$ cat config.mk
export PLATFORM = sky130hd
export DESIGN_NAME = ratio_width_conv
export DESIGN_NICKNAME = d
export VERILOG_FILES = /design/src/rtl/wconv_pkg.sv /design/src/rtl/width_pack.sv /design/src/rtl/width_unpack.sv /design/src/rtl/ratio_width_conv.sv
export SDC_FILE = /design/constraint.sdc
export NUM_CORES = 1
export LEC_CHECK = 0
export CORE_MARGIN = 3
export CORE_UTILIZATION = 60
export DETAILED_ROUTE_END_ITERATION = 6
export PLACE_DENSITY = 0.8
export SYNTH_ARGS = -nofsm -noshare
export SYNTH_HDL_FRONTEND = slang
export SYNTH_SLANG_ARGS = --single-unit
$ cat constraint.sdc
create_clock -name clk -period 13 [get_ports clk]
set_input_delay 1.95 -clock clk [delete_from_list [all_inputs] [get_ports clk]]
set_output_delay 1.95 -clock clk [all_outputs]
set_load 0.05 [all_outputs]
$ cat src/rtl/wconv_pkg.sv
package wconv_pkg;

  function automatic int gcd_f(input int a, input int b);
    int x;
    int y;
    int t;
    x = a;
    y = b;
    while (y != 0) begin
      t = x % y;
      x = y;
      y = t;
    end
    return x;
  endfunction

  function automatic int lcm_f(input int a, input int b);
    return (a / gcd_f(a, b)) * b;
  endfunction

endpackage

$ cat src/rtl/width_pack.sv
module width_pack #(
  parameter int IN_W  = 12,
  parameter int MID_W = 60
) (
  input  logic             clk,
  input  logic             rst,
  input  logic             in_valid,
  output logic             in_ready,
  input  logic [IN_W-1:0]  in_data,
  output logic             mid_valid,
  input  logic             mid_ready,
  output logic [MID_W-1:0] mid_data,
  output logic             empty_o
);
  localparam int N     = MID_W / IN_W;
  localparam int CW    = $clog2(N);
  localparam int ACC_W = MID_W - IN_W;

  logic [CW-1:0]    cnt;
  logic [ACC_W-1:0] acc;
  logic             hold_v;
  logic [MID_W-1:0] hold_d;
  logic             at_last;
  logic             take;

  assign at_last   = (cnt == CW'(N - 1));
  assign in_ready  = !at_last || !hold_v || mid_ready;
  assign take      = in_valid && in_ready;
  assign mid_valid = hold_v;
  assign mid_data  = hold_d;
  assign empty_o   = (cnt == '0);

  always_ff @(posedge clk) begin
    if (rst) begin
      cnt    <= '0;
      hold_v <= 1'b0;
    end else begin
      if (take) cnt <= at_last ? '0 : cnt + CW'(1);
      if (take && at_last) hold_v <= 1'b1;
      else if (mid_ready)  hold_v <= 1'b0;
    end
  end

  always_ff @(posedge clk) begin
    if (take && !at_last) begin
      for (int i = 0; i < N - 1; i++) begin
        if (cnt == CW'(i)) acc[i*IN_W +: IN_W] <= in_data;
      end
    end
    if (take && at_last) hold_d <= {in_data, acc};
  end

  AST_MID_HOLD: assert property (@(posedge clk) disable iff (rst)
    (hold_v && !mid_ready) |=> (hold_v && $stable(hold_d)));

endmodule

$ cat src/rtl/width_unpack.sv
module width_unpack #(
  parameter int MID_W = 60,
  parameter int OUT_W = 20
) (
  input  logic             clk,
  input  logic             rst,
  input  logic             mid_valid,
  output logic             mid_ready,
  input  logic [MID_W-1:0] mid_data,
  output logic             out_valid,
  input  logic             out_ready,
  output logic [OUT_W-1:0] out_data
);
  localparam int N  = MID_W / OUT_W;
  localparam int CW = $clog2(N);

  logic [MID_W-1:0] sh;
  logic [CW-1:0]    idx;
  logic             uv;
  logic             fin;
  logic             load;
  logic             adv;

  assign fin       = (idx == CW'(N - 1));
  assign mid_ready = !uv || (fin && out_ready);
  assign load      = mid_valid && mid_ready;
  assign adv       = uv && out_ready;
  assign out_valid = uv;
  assign out_data  = sh[OUT_W-1:0];

  always_ff @(posedge clk) begin
    if (rst) begin
      uv  <= 1'b0;
      idx <= '0;
    end else if (load) begin
      uv  <= 1'b1;
      idx <= '0;
    end else if (adv) begin
      if (fin) uv <= 1'b0;
      else     idx <= idx + CW'(1);
    end
  end

  always_ff @(posedge clk) begin
    if (load)     sh <= mid_data;
    else if (adv) sh <= sh >> OUT_W;
  end

  AST_OUT_HOLD: assert property (@(posedge clk) disable iff (rst)
    (uv && !out_ready) |=> (uv && $stable(sh[OUT_W-1:0])));

endmodule

$ cat src/rtl/ratio_width_conv.sv
module ratio_width_conv
  import wconv_pkg::*;
#(
  parameter int IN_W        = 12,
  parameter int OUT_W       = 20,
  parameter int FRAME_WORDS = 10
) (
  input  logic             clk,
  input  logic             rst,
  input  logic             in_valid,
  output logic             in_ready,
  input  logic [IN_W-1:0]  in_data,
  output logic             out_valid,
  input  logic             out_ready,
  output logic [OUT_W-1:0] out_data
);
  localparam int MID_W     = lcm_f(IN_W, OUT_W);
  localparam int PACK_N    = MID_W / IN_W;
  localparam int UNPACK_N  = MID_W / OUT_W;
  localparam int MID_FRAME = FRAME_WORDS / PACK_N;
  localparam int PW        = $clog2(FRAME_WORDS + 1);
  localparam int MW        = $clog2(MID_FRAME + 1);

  logic             mid_valid;
  logic             mid_ready;
  logic [MID_W-1:0] mid_data;
  logic             pack_empty;

  if (FRAME_WORDS % PACK_N != 0) begin : g_bad_frame
    $error("frame length is not a whole number of internal words");
  end

  if (PACK_N > 1) begin : g_pack
    width_pack #(.IN_W(IN_W), .MID_W(MID_W)) u_pack (
      .clk(clk), .rst(rst),
      .in_valid(in_valid), .in_ready(in_ready), .in_data(in_data),
      .mid_valid(mid_valid), .mid_ready(mid_ready), .mid_data(mid_data),
      .empty_o(pack_empty)
    );
  end else begin : g_pack_wire
    assign mid_valid  = in_valid;
    assign in_ready   = mid_ready;
    assign mid_data   = in_data;
    assign pack_empty = 1'b1;
  end

  if (UNPACK_N > 1) begin : g_unpack
    width_unpack #(.MID_W(MID_W), .OUT_W(OUT_W)) u_unpack (
      .clk(clk), .rst(rst),
      .mid_valid(mid_valid), .mid_ready(mid_ready), .mid_data(mid_data),
      .out_valid(out_valid), .out_ready(out_ready), .out_data(out_data)
    );
  end else begin : g_unpack_wire
    assign out_valid = mid_valid;
    assign mid_ready = out_ready;
    assign out_data  = mid_data;
  end

  // frame position trackers used only by the checks below
  logic [PW-1:0] in_pos;
  logic [MW-1:0] mid_pos;

  always_ff @(posedge clk) begin
    if (rst) begin
      in_pos  <= '0;
      mid_pos <= '0;
    end else begin
      if (in_valid && in_ready)
        in_pos <= (in_pos == PW'(FRAME_WORDS - 1)) ? '0 : in_pos + PW'(1);
      if (mid_valid && mid_ready)
        mid_pos <= (mid_pos == MW'(MID_FRAME - 1)) ? '0 : mid_pos + MW'(1);
    end
  end

  AST_FRAME_ALIGN: assert property (@(posedge clk) disable iff (rst)
    (in_pos == '0) |-> pack_empty);

  AST_MID_PER_FRAME: assert property (@(posedge clk) disable iff (rst)
    ((in_pos == '0) && !mid_valid) |-> (mid_pos == '0));

  AST_RESET_QUIET: assert property (@(posedge clk)
    rst |=> !out_valid);

endmodule

==> results.py, run 1 <==
metrics = {
    "floorplan": {
        "rows": 36,
        "ios": 38,
        "die_h_um": 108,
        "die_w_um": 108,
        "core_um2": 9950,
        "dieArea_um2": 11700,
        "floorplan.initialDensity_pct": 63.0,
    },
    "final_layout": {
        "final_cell_mix": "168 x edfxtp_1, 41 x mux2_2, 37 x clkdlybuf4s50_1",
        "nets": 358,
        "fin_area_um2": 7250,
        "seq_area_um2": 5180,
        "syn_to_final_growth_pct": 15.6,
        "diodes": 0,
        "fill_cells": 571,
        "fin_util_pct": 72.8,
        "final_common_cell": "edfxtp_1",
        "drive_above_1_share_pct": 22.3,
        "multi_input_area_um2": 866,
    },
    "yosys": {
        "syn-cell-area_um2": 6270,
        "syn_inst": 303,
        "synthesis.nets": 325,
        "seq_area_frac_synth_pct": 82.7,
        "yosys_most_used_dff": "edfxtp_1",
        "ys_ff_latch": 175,
        "yosysUniqueCellTypes": 27,
        "synthArstFlopShare_pct": 0,
        "ys_warn_count": 0,
        "synth-edff-count": 168,
        "synth_top_area_share_pct": 80.5,
        "synth_top_cell_by_area": "edfxtp_1",
        "synthTopCellsByArea": "edfxtp_1 80%, mux2_2 7.4%, buf_4 2.4%",
        "syn_avg_cell_area_um2": 20.7,
    },
    "clock_network": {
        "cts_tree": "done",
        "cts-htree-levels": 4,
        "cts_buffers": 17,
        "clock-sinks": 175,
        "cts_root_buf": "clkbuf_8",
        "cts_resized": 0,
        "clock_latency_ns": 0.52,
        "postCtsHoldBufs": 0,
        "ctsLongestPathBuffers": 2,
        "cts_setup_buffers": 0,
        "path_clk_slew_ns": 0.06,
    },
    "worst_setup_path": {
        "worstPathMaxFanout": 6,
        "worstPathCellList": "clkdlybuf4s50_1 -> a21boi_4 -> nand3_1 -> clkdlybuf4s50_1",
        "path_depth": 4,
        "cp_common_cell": "clkdlybuf4s50_1",
        "crit_family": "buffers and inverters",
        "cp.arrival_ns": 3.54,
        "cp.required_ns": 11.05,
        "criticalPathCategory": "in2out",
        "startpoint_type": "input port",
        "crit_path_max_incr_delay_ns": 0.73,
        "critPathCaptureType": "output port",
        "path_buf_inv": 2,
        "reg2reg_depth": 6,
        "cpMaxStageDelayCell": "clkdlybuf4s50_1",
    },
    "sta": {
        "tns_ns": 0,
        "fin_skew_ns": 0.00521,
        "fmax_ghz": 0.182,
        "slew_headroom_pct": 46.6,
        "fin_crit_ns": 5.49,
        "final_hold_viol_count": 0,
        "slew_viol_final": 0,
        "rsz0062_at_grt": "false",
        "tightest_slew_ns": 0.801,
        "fin_crit_sh_pct": 42.2,
        "setup_viol": 0,
    },
    "placement": {
        "io_buffers": 37,
        "post-dp-hpwl_um": 4750,
        "gp_congestion": 0.693,
        "detailed_place.area_um2": 6640,
    },
    "min_path": {
        "hp-class": "reg2reg",
        "hold_depth": 0,
    },
    "route": {
        "drtIter0Drc": 144,
        "drt-total-wl_um": 8640,
        "drc": 0,
        "routedWlPerCell_um": 17.9,
        "vias_per_cell": 5.26,
        "drtPass1Iterations": 4,
        "ant_nets": 0,
        "vias": 2535,
    },
    "run": {
        "cap_violations": 0,
    },
    "global_route": {
        "antenna_found_initial": 0,
        "grt_use_total_pct": 16.9,
        "grt_pass1_vias": 2646,
        "grt_overflow": 0,
        "grt_pass1_wl_um": 13800,
        "grt_max_degree": 61,
    },
    "power": {
        "p_per_area_nw_per_um2": 160,
        "vdd_ir_drop_max_v": 0.000109,
        "p_leak_nw": 2.46,
    },
    "run_status": {
        "status": "complete, no violations",
    },
}
## cells by family after synthesis
group	Yosys count	share of synthesized area [%]
mux	42	7.52
fa+ha+maj	6	1.20
flops	175	82.7
compound gates	6	0.858
buf+inv	32	3.59
xor+xnor	1	0.140
simple gates	41	3.97
## power breakdown
| group | leakage (nW) | switching, mW | total (mW) | internal [mW] |
|---|---|---|---|---|
| Sequential | 1.62 | 0.00238 | 0.626 | 0.623 |
| Combinational | 0.561 | 0.0123 | 0.0191 | 0.00688 |
| Clock | 0.281 | 0.200 | 0.511 | 0.312 |
## worst reg2reg max path: stages (launching register included)
cell and delay, ns:
dfxtp_1 0.38, inv_1 0.10, ha_1 0.22, and2_0 0.26, nand3_1 0.17, nor2b_4 0.14
buf_4 0.62
## state kept, by name, indices dropped and copies added (netlist names)
name,cells
g_unpack.u_unpack.out_valid,1
g_pack.u_pack.acc,48
g_unpack.u_unpack.sh,60
g_pack.u_pack.cnt,3
g_pack.u_pack.mid_valid,1
g_pack.u_pack.mid_data,60
g_unpack.u_unpack.idx,2
## synthesized netlist by cell type (2+ instances only)
master and instances:
nor2_1 4, or4_1 2, nand2_1 3, mux2_2 41, edfxtp_1 168, inv_1 5
clkbuf_1 3, and3_1 3, and2_1 20, buf_4 20, o31ai_1 2, buf_6 4
ha_1 6, nand2b_1 2, dfxtp_1 7, nor2b_1 2
## metrics by stage
step                total power, mW  hold slack [ns]  setup WS (ns)  std cells
floorplan                     0.645            0.400           7.35        303
global placement              0.656            0.400           7.56        450
detailed placement            0.657            0.405           7.52        450
CTS                            1.17            0.415           7.51        482
global route                   1.19            0.423           7.46        482
finish                         1.16            0.416           7.51        482
## path summary, 6_finish.rpt
path	start	end	slack, ns
hold / removal	g_pack.u_pack.acc[28]$_DFFE_PP_	g_pack.u_pack.mid_data[28]$_DFFE_PP_	0.42
setup reg to reg	g_pack.u_pack.cnt[0]$_SDFFE_PP0N_	g_pack.u_pack.mid_data[19]$_DFFE_PP_	10.69
hold reg to reg	g_pack.u_pack.acc[28]$_DFFE_PP_	g_pack.u_pack.mid_data[28]$_DFFE_PP_	0.42
setup / recovery	out_ready	in_ready	7.51
## area by class of cell
| type | count | share of cell area, % |
|---|---|---|
| flip-flops and latches | 175 | 71.5 |
| multi-input cells | 96 | 11.9 |
| clock buffers | 18 | 5.77 |
| repair buffers | 41 | 5.52 |
| clock inverters | 14 | 2.66 |
| well taps | 133 | 2.30 |
| inverters | 5 | 0.259 |
## layer usage
layer,vias to the layer above,global-route usage [%],share of wire (%)
met2,62,28.6,55
met5,-,0,0
met3,8,7.70,5.2
met4,0,5.59,1.1
met1,1264,19.2,39
li1,1201,-,-
No activity file was read; power rests on OpenSTA's default activity.
==> run 2, diff against run 1 <==
--- a/config.mk
+++ b/config.mk
@@ -6,9 +6,9 @@
 export NUM_CORES = 1
 export LEC_CHECK = 0
 export CORE_MARGIN = 3
-export CORE_UTILIZATION = 60
+export CORE_UTILIZATION = 58
 export DETAILED_ROUTE_END_ITERATION = 6
-export PLACE_DENSITY = 0.8
+export PLACE_DENSITY = 0.78
 export SYNTH_ARGS = -nofsm -noshare
 export SYNTH_HDL_FRONTEND = slang
 export SYNTH_SLANG_ARGS = --single-unit
==> constraint.sdc (replaced) <==
create_clock -name clk -period 5.4 [get_ports clk]
set_input_delay 0.81 -clock clk [delete_from_list [all_inputs] [get_ports clk]]
set_output_delay 0.81 -clock clk [all_outputs]
set_load 0.05 [all_outputs]
==> results.py, run 2 (synthesis gave the netlist of run 1 again) <==
metrics = {
    "power": {
        "p_per_area_nw_per_um2": 375,
        "p_comb_share_pct": 1.7,
        "p_seq_share_pct": 55.6,
        "intPower_mw": 2.16,
        "switching_share_pct": 20.3,
        "power_frac_clock_pct": 42.7,
        "p_switching_uw": 549,
        "p_leak_nw": 2.47,
        "vdd_ir_drop_max_v": 0.000197,
    },
    "floorplan": {
        "dieArea_um2": 12100,
        "ios": 38,
        "core_um2": 10400,
        "rows": 37,
        "die_w_um": 110,
        "die_h_um": 110,
        "floorplan.initialDensity_pct": 60.2,
    },
    "clock_network": {
        "postCtsHoldBufs": 0,
        "path_clk_slew_ns": 0.07,
        "cts_setup_buffers": 0,
        "clock-sinks": 175,
        "cts_buffers": 17,
        "ctsLongestPathBuffers": 2,
        "cts_root_buf": "clkbuf_8",
        "clock_latency_ns": 0.52,
        "cts_tree": "done",
        "cts_resized": 0,
        "cts-htree-levels": 4,
    },
    "worst_setup_path": {
        "rr_startpoint": "g_pack.u_pack.cnt[0]$_SDFFE_PP0N_",
        "crit_path_max_incr_delay_ns": 0.82,
        "reg2reg_depth": 6,
        "crit_start": "g_pack.u_pack.cnt[0]$_SDFFE_PP0N_",
        "criticalPathCategory": "reg2out",
        "rr_endpoint": "g_pack.u_pack.mid_data[26]$_DFFE_PP_",
        "cp.arrival_ns": 2.40,
        "endpoint": "in_ready",
        "worstPathMaxFanout": 6,
        "cp.required_ns": 4.59,
        "cpMaxStageDelayCell": "clkdlybuf4s50_1",
        "worstPathCellList": "inv_1 -> ha_1 -> and2_0 -> nand3_1 -> clkdlybuf4s50_1",
        "critPathCaptureType": "output port",
        "startpoint_type": "register",
        "regToRegSetupSlack_ns": 2.68,
    },
    "sta": {
        "fin_crit_ns": 3.21,
        "final_hold_viol_count": 0,
        "tightest_slew_ns": 1.05,
        "rsz0062_at_grt": "false",
        "slew_headroom_pct": 29.7,
        "fin_skew_ns": 0.00769,
        "slew_viol_final": 0,
        "setup_viol": 0,
        "fin_crit_sh_pct": 59.5,
        "fmax_ghz": 0.311,
        "tns_ns": 0,
    },
    "final_layout": {
        "syn_to_final_growth_pct": 15.1,
        "diodes": 0,
        "drive_above_1_share_pct": 22.9,
        "final_common_cell": "edfxtp_1",
        "nets": 358,
        "fin_util_pct": 69.3,
        "final_cell_mix": "168 x edfxtp_1, 41 x mux2_2, 37 x clkdlybuf4s50_1",
        "fill_cells": 652,
    },
    "route": {
        "drtIter0Drc": 157,
        "routedWlPerCell_um": 17.2,
        "drtPass1Iterations": 5,
        "ant_nets": 0,
        "drt-total-wl_um": 8340,
        "vias": 2556,
        "vias_per_cell": 5.27,
        "drc": 0,
    },
    "global_route": {
        "grt_overflow": 0,
        "grt_use_total_pct": 15.3,
        "grt_max_degree": 41,
        "grt_pass1_wl_um": 13200,
        "grt_pass1_vias": 2576,
        "antenna_found_initial": 0,
    },
    "min_path": {
        "hp-class": "reg2reg",
    },
    "placement": {
        "post-dp-hpwl_um": 4910,
        "io_buffers": 37,
        "gp_congestion": 0.716,
    },
    "run": {
        "cap_violations": 0,
    },
    "run_status": {
        "status": "complete, no violations",
    },
}
run 2: cell count changes in the layout (fill, tap and decap cells not counted):
cell / previous run / this run
bufinv_16: 4 / 1
clkinvlp_4: 5 / 1
clkbuf_8: 1 / 2
clkbuf_1: 1 / 0
inv_6: 0 / 4
inv_8: 0 / 4
clkinv_1: 1 / 0
run 2: final cells by class:
cell class | instances | area (µm²) | share of cell area [%]
well taps | 136 | 170 | 2.36
clock buffers | 18 | 428 | 5.93
flip-flops and latches | 175 | 5180 | 71.8
repair buffers | 41 | 400 | 5.55
multi-input cells | 96 | 866 | 12.0
clock inverters | 14 | 149 | 2.06
inverters | 5 | 18.8 | 0.260
run 2: layer usage:
layer	wire length (µm)	track usage [%]	share of wire (%)	up-vias
li1	-	-	-	1208
met1	3650	19.3	44	1297
met2	4330	24.5	52	45
met3	281	4.87	3.4	6
met4	79	6.68	0.95	0
met5	0	0	0	-
run 2: power by group through the flow:
stage / Sequential [mW] / Clock [mW] / Combinational, mW
3_3_place_gp: 1.53 / 0 / 0.0442
6_report: 1.51 / 1.16 / 0.0457
2_1_floorplan: 1.53 / 0 / 0.0196
3_5_place_dp: 1.54 / 0 / 0.0465
4_1_cts: 1.51 / 1.18 / 0.0468
5_1_grt: 1.51 / 1.23 / 0.0499
run 2: worst min path at each step:
| stage | slack (ns) | from | cells past startpoint | to |
|---|---|---|---|---|
| 6_report | 0.41 | g_pack.u_pack.acc[7]$_DFFE_PP_ | 0 | g_pack.u_pack.mid_data[7]$_DFFE_PP_ |
| 5_1_grt | 0.43 | g_pack.u_pack.acc[11]$_DFFE_PP_ | 0 | g_pack.u_pack.mid_data[11]$_DFFE_PP_ |
| 4_1_cts | 0.41 | g_pack.u_pack.acc[7]$_DFFE_PP_ | 0 | g_pack.u_pack.mid_data[7]$_DFFE_PP_ |
| 3_5_place_dp | 0.40 | g_pack.u_pack.acc[0]$_DFFE_PP_ | 0 | g_pack.u_pack.mid_data[0]$_DFFE_PP_ |
| 3_3_place_gp | 0.40 | g_pack.u_pack.acc[0]$_DFFE_PP_ | 0 | g_pack.u_pack.mid_data[0]$_DFFE_PP_ |
| 2_1_floorplan | 0.40 | g_pack.u_pack.acc[0]$_DFFE_PP_ | 0 | g_pack.u_pack.mid_data[0]$_DFFE_PP_ |
run 2: stage by stage:
step	instances	hold WS, ns	total power, mW	worst slack, ns	instance area (µm²)
2_1_floorplan	303	0.400	1.55	0.891	6270
3_3_place_gp	453	0.401	1.58	2.19	6640
3_5_place_dp	453	0.405	1.58	2.13	6640
4_1_cts	485	0.414	2.73	2.17	7220
5_1_grt	485	0.426	2.79	2.07	7220
6_report	485	0.414	2.71	2.19	7220
run 2: critical path: cells and delay by family (launching register included):
family	cells	cell delay [ns]
and+or+nand+nor	2	0.37
adders and majority gates	1	0.21
buffers and inverters	2	0.92
DFF	1	0.38
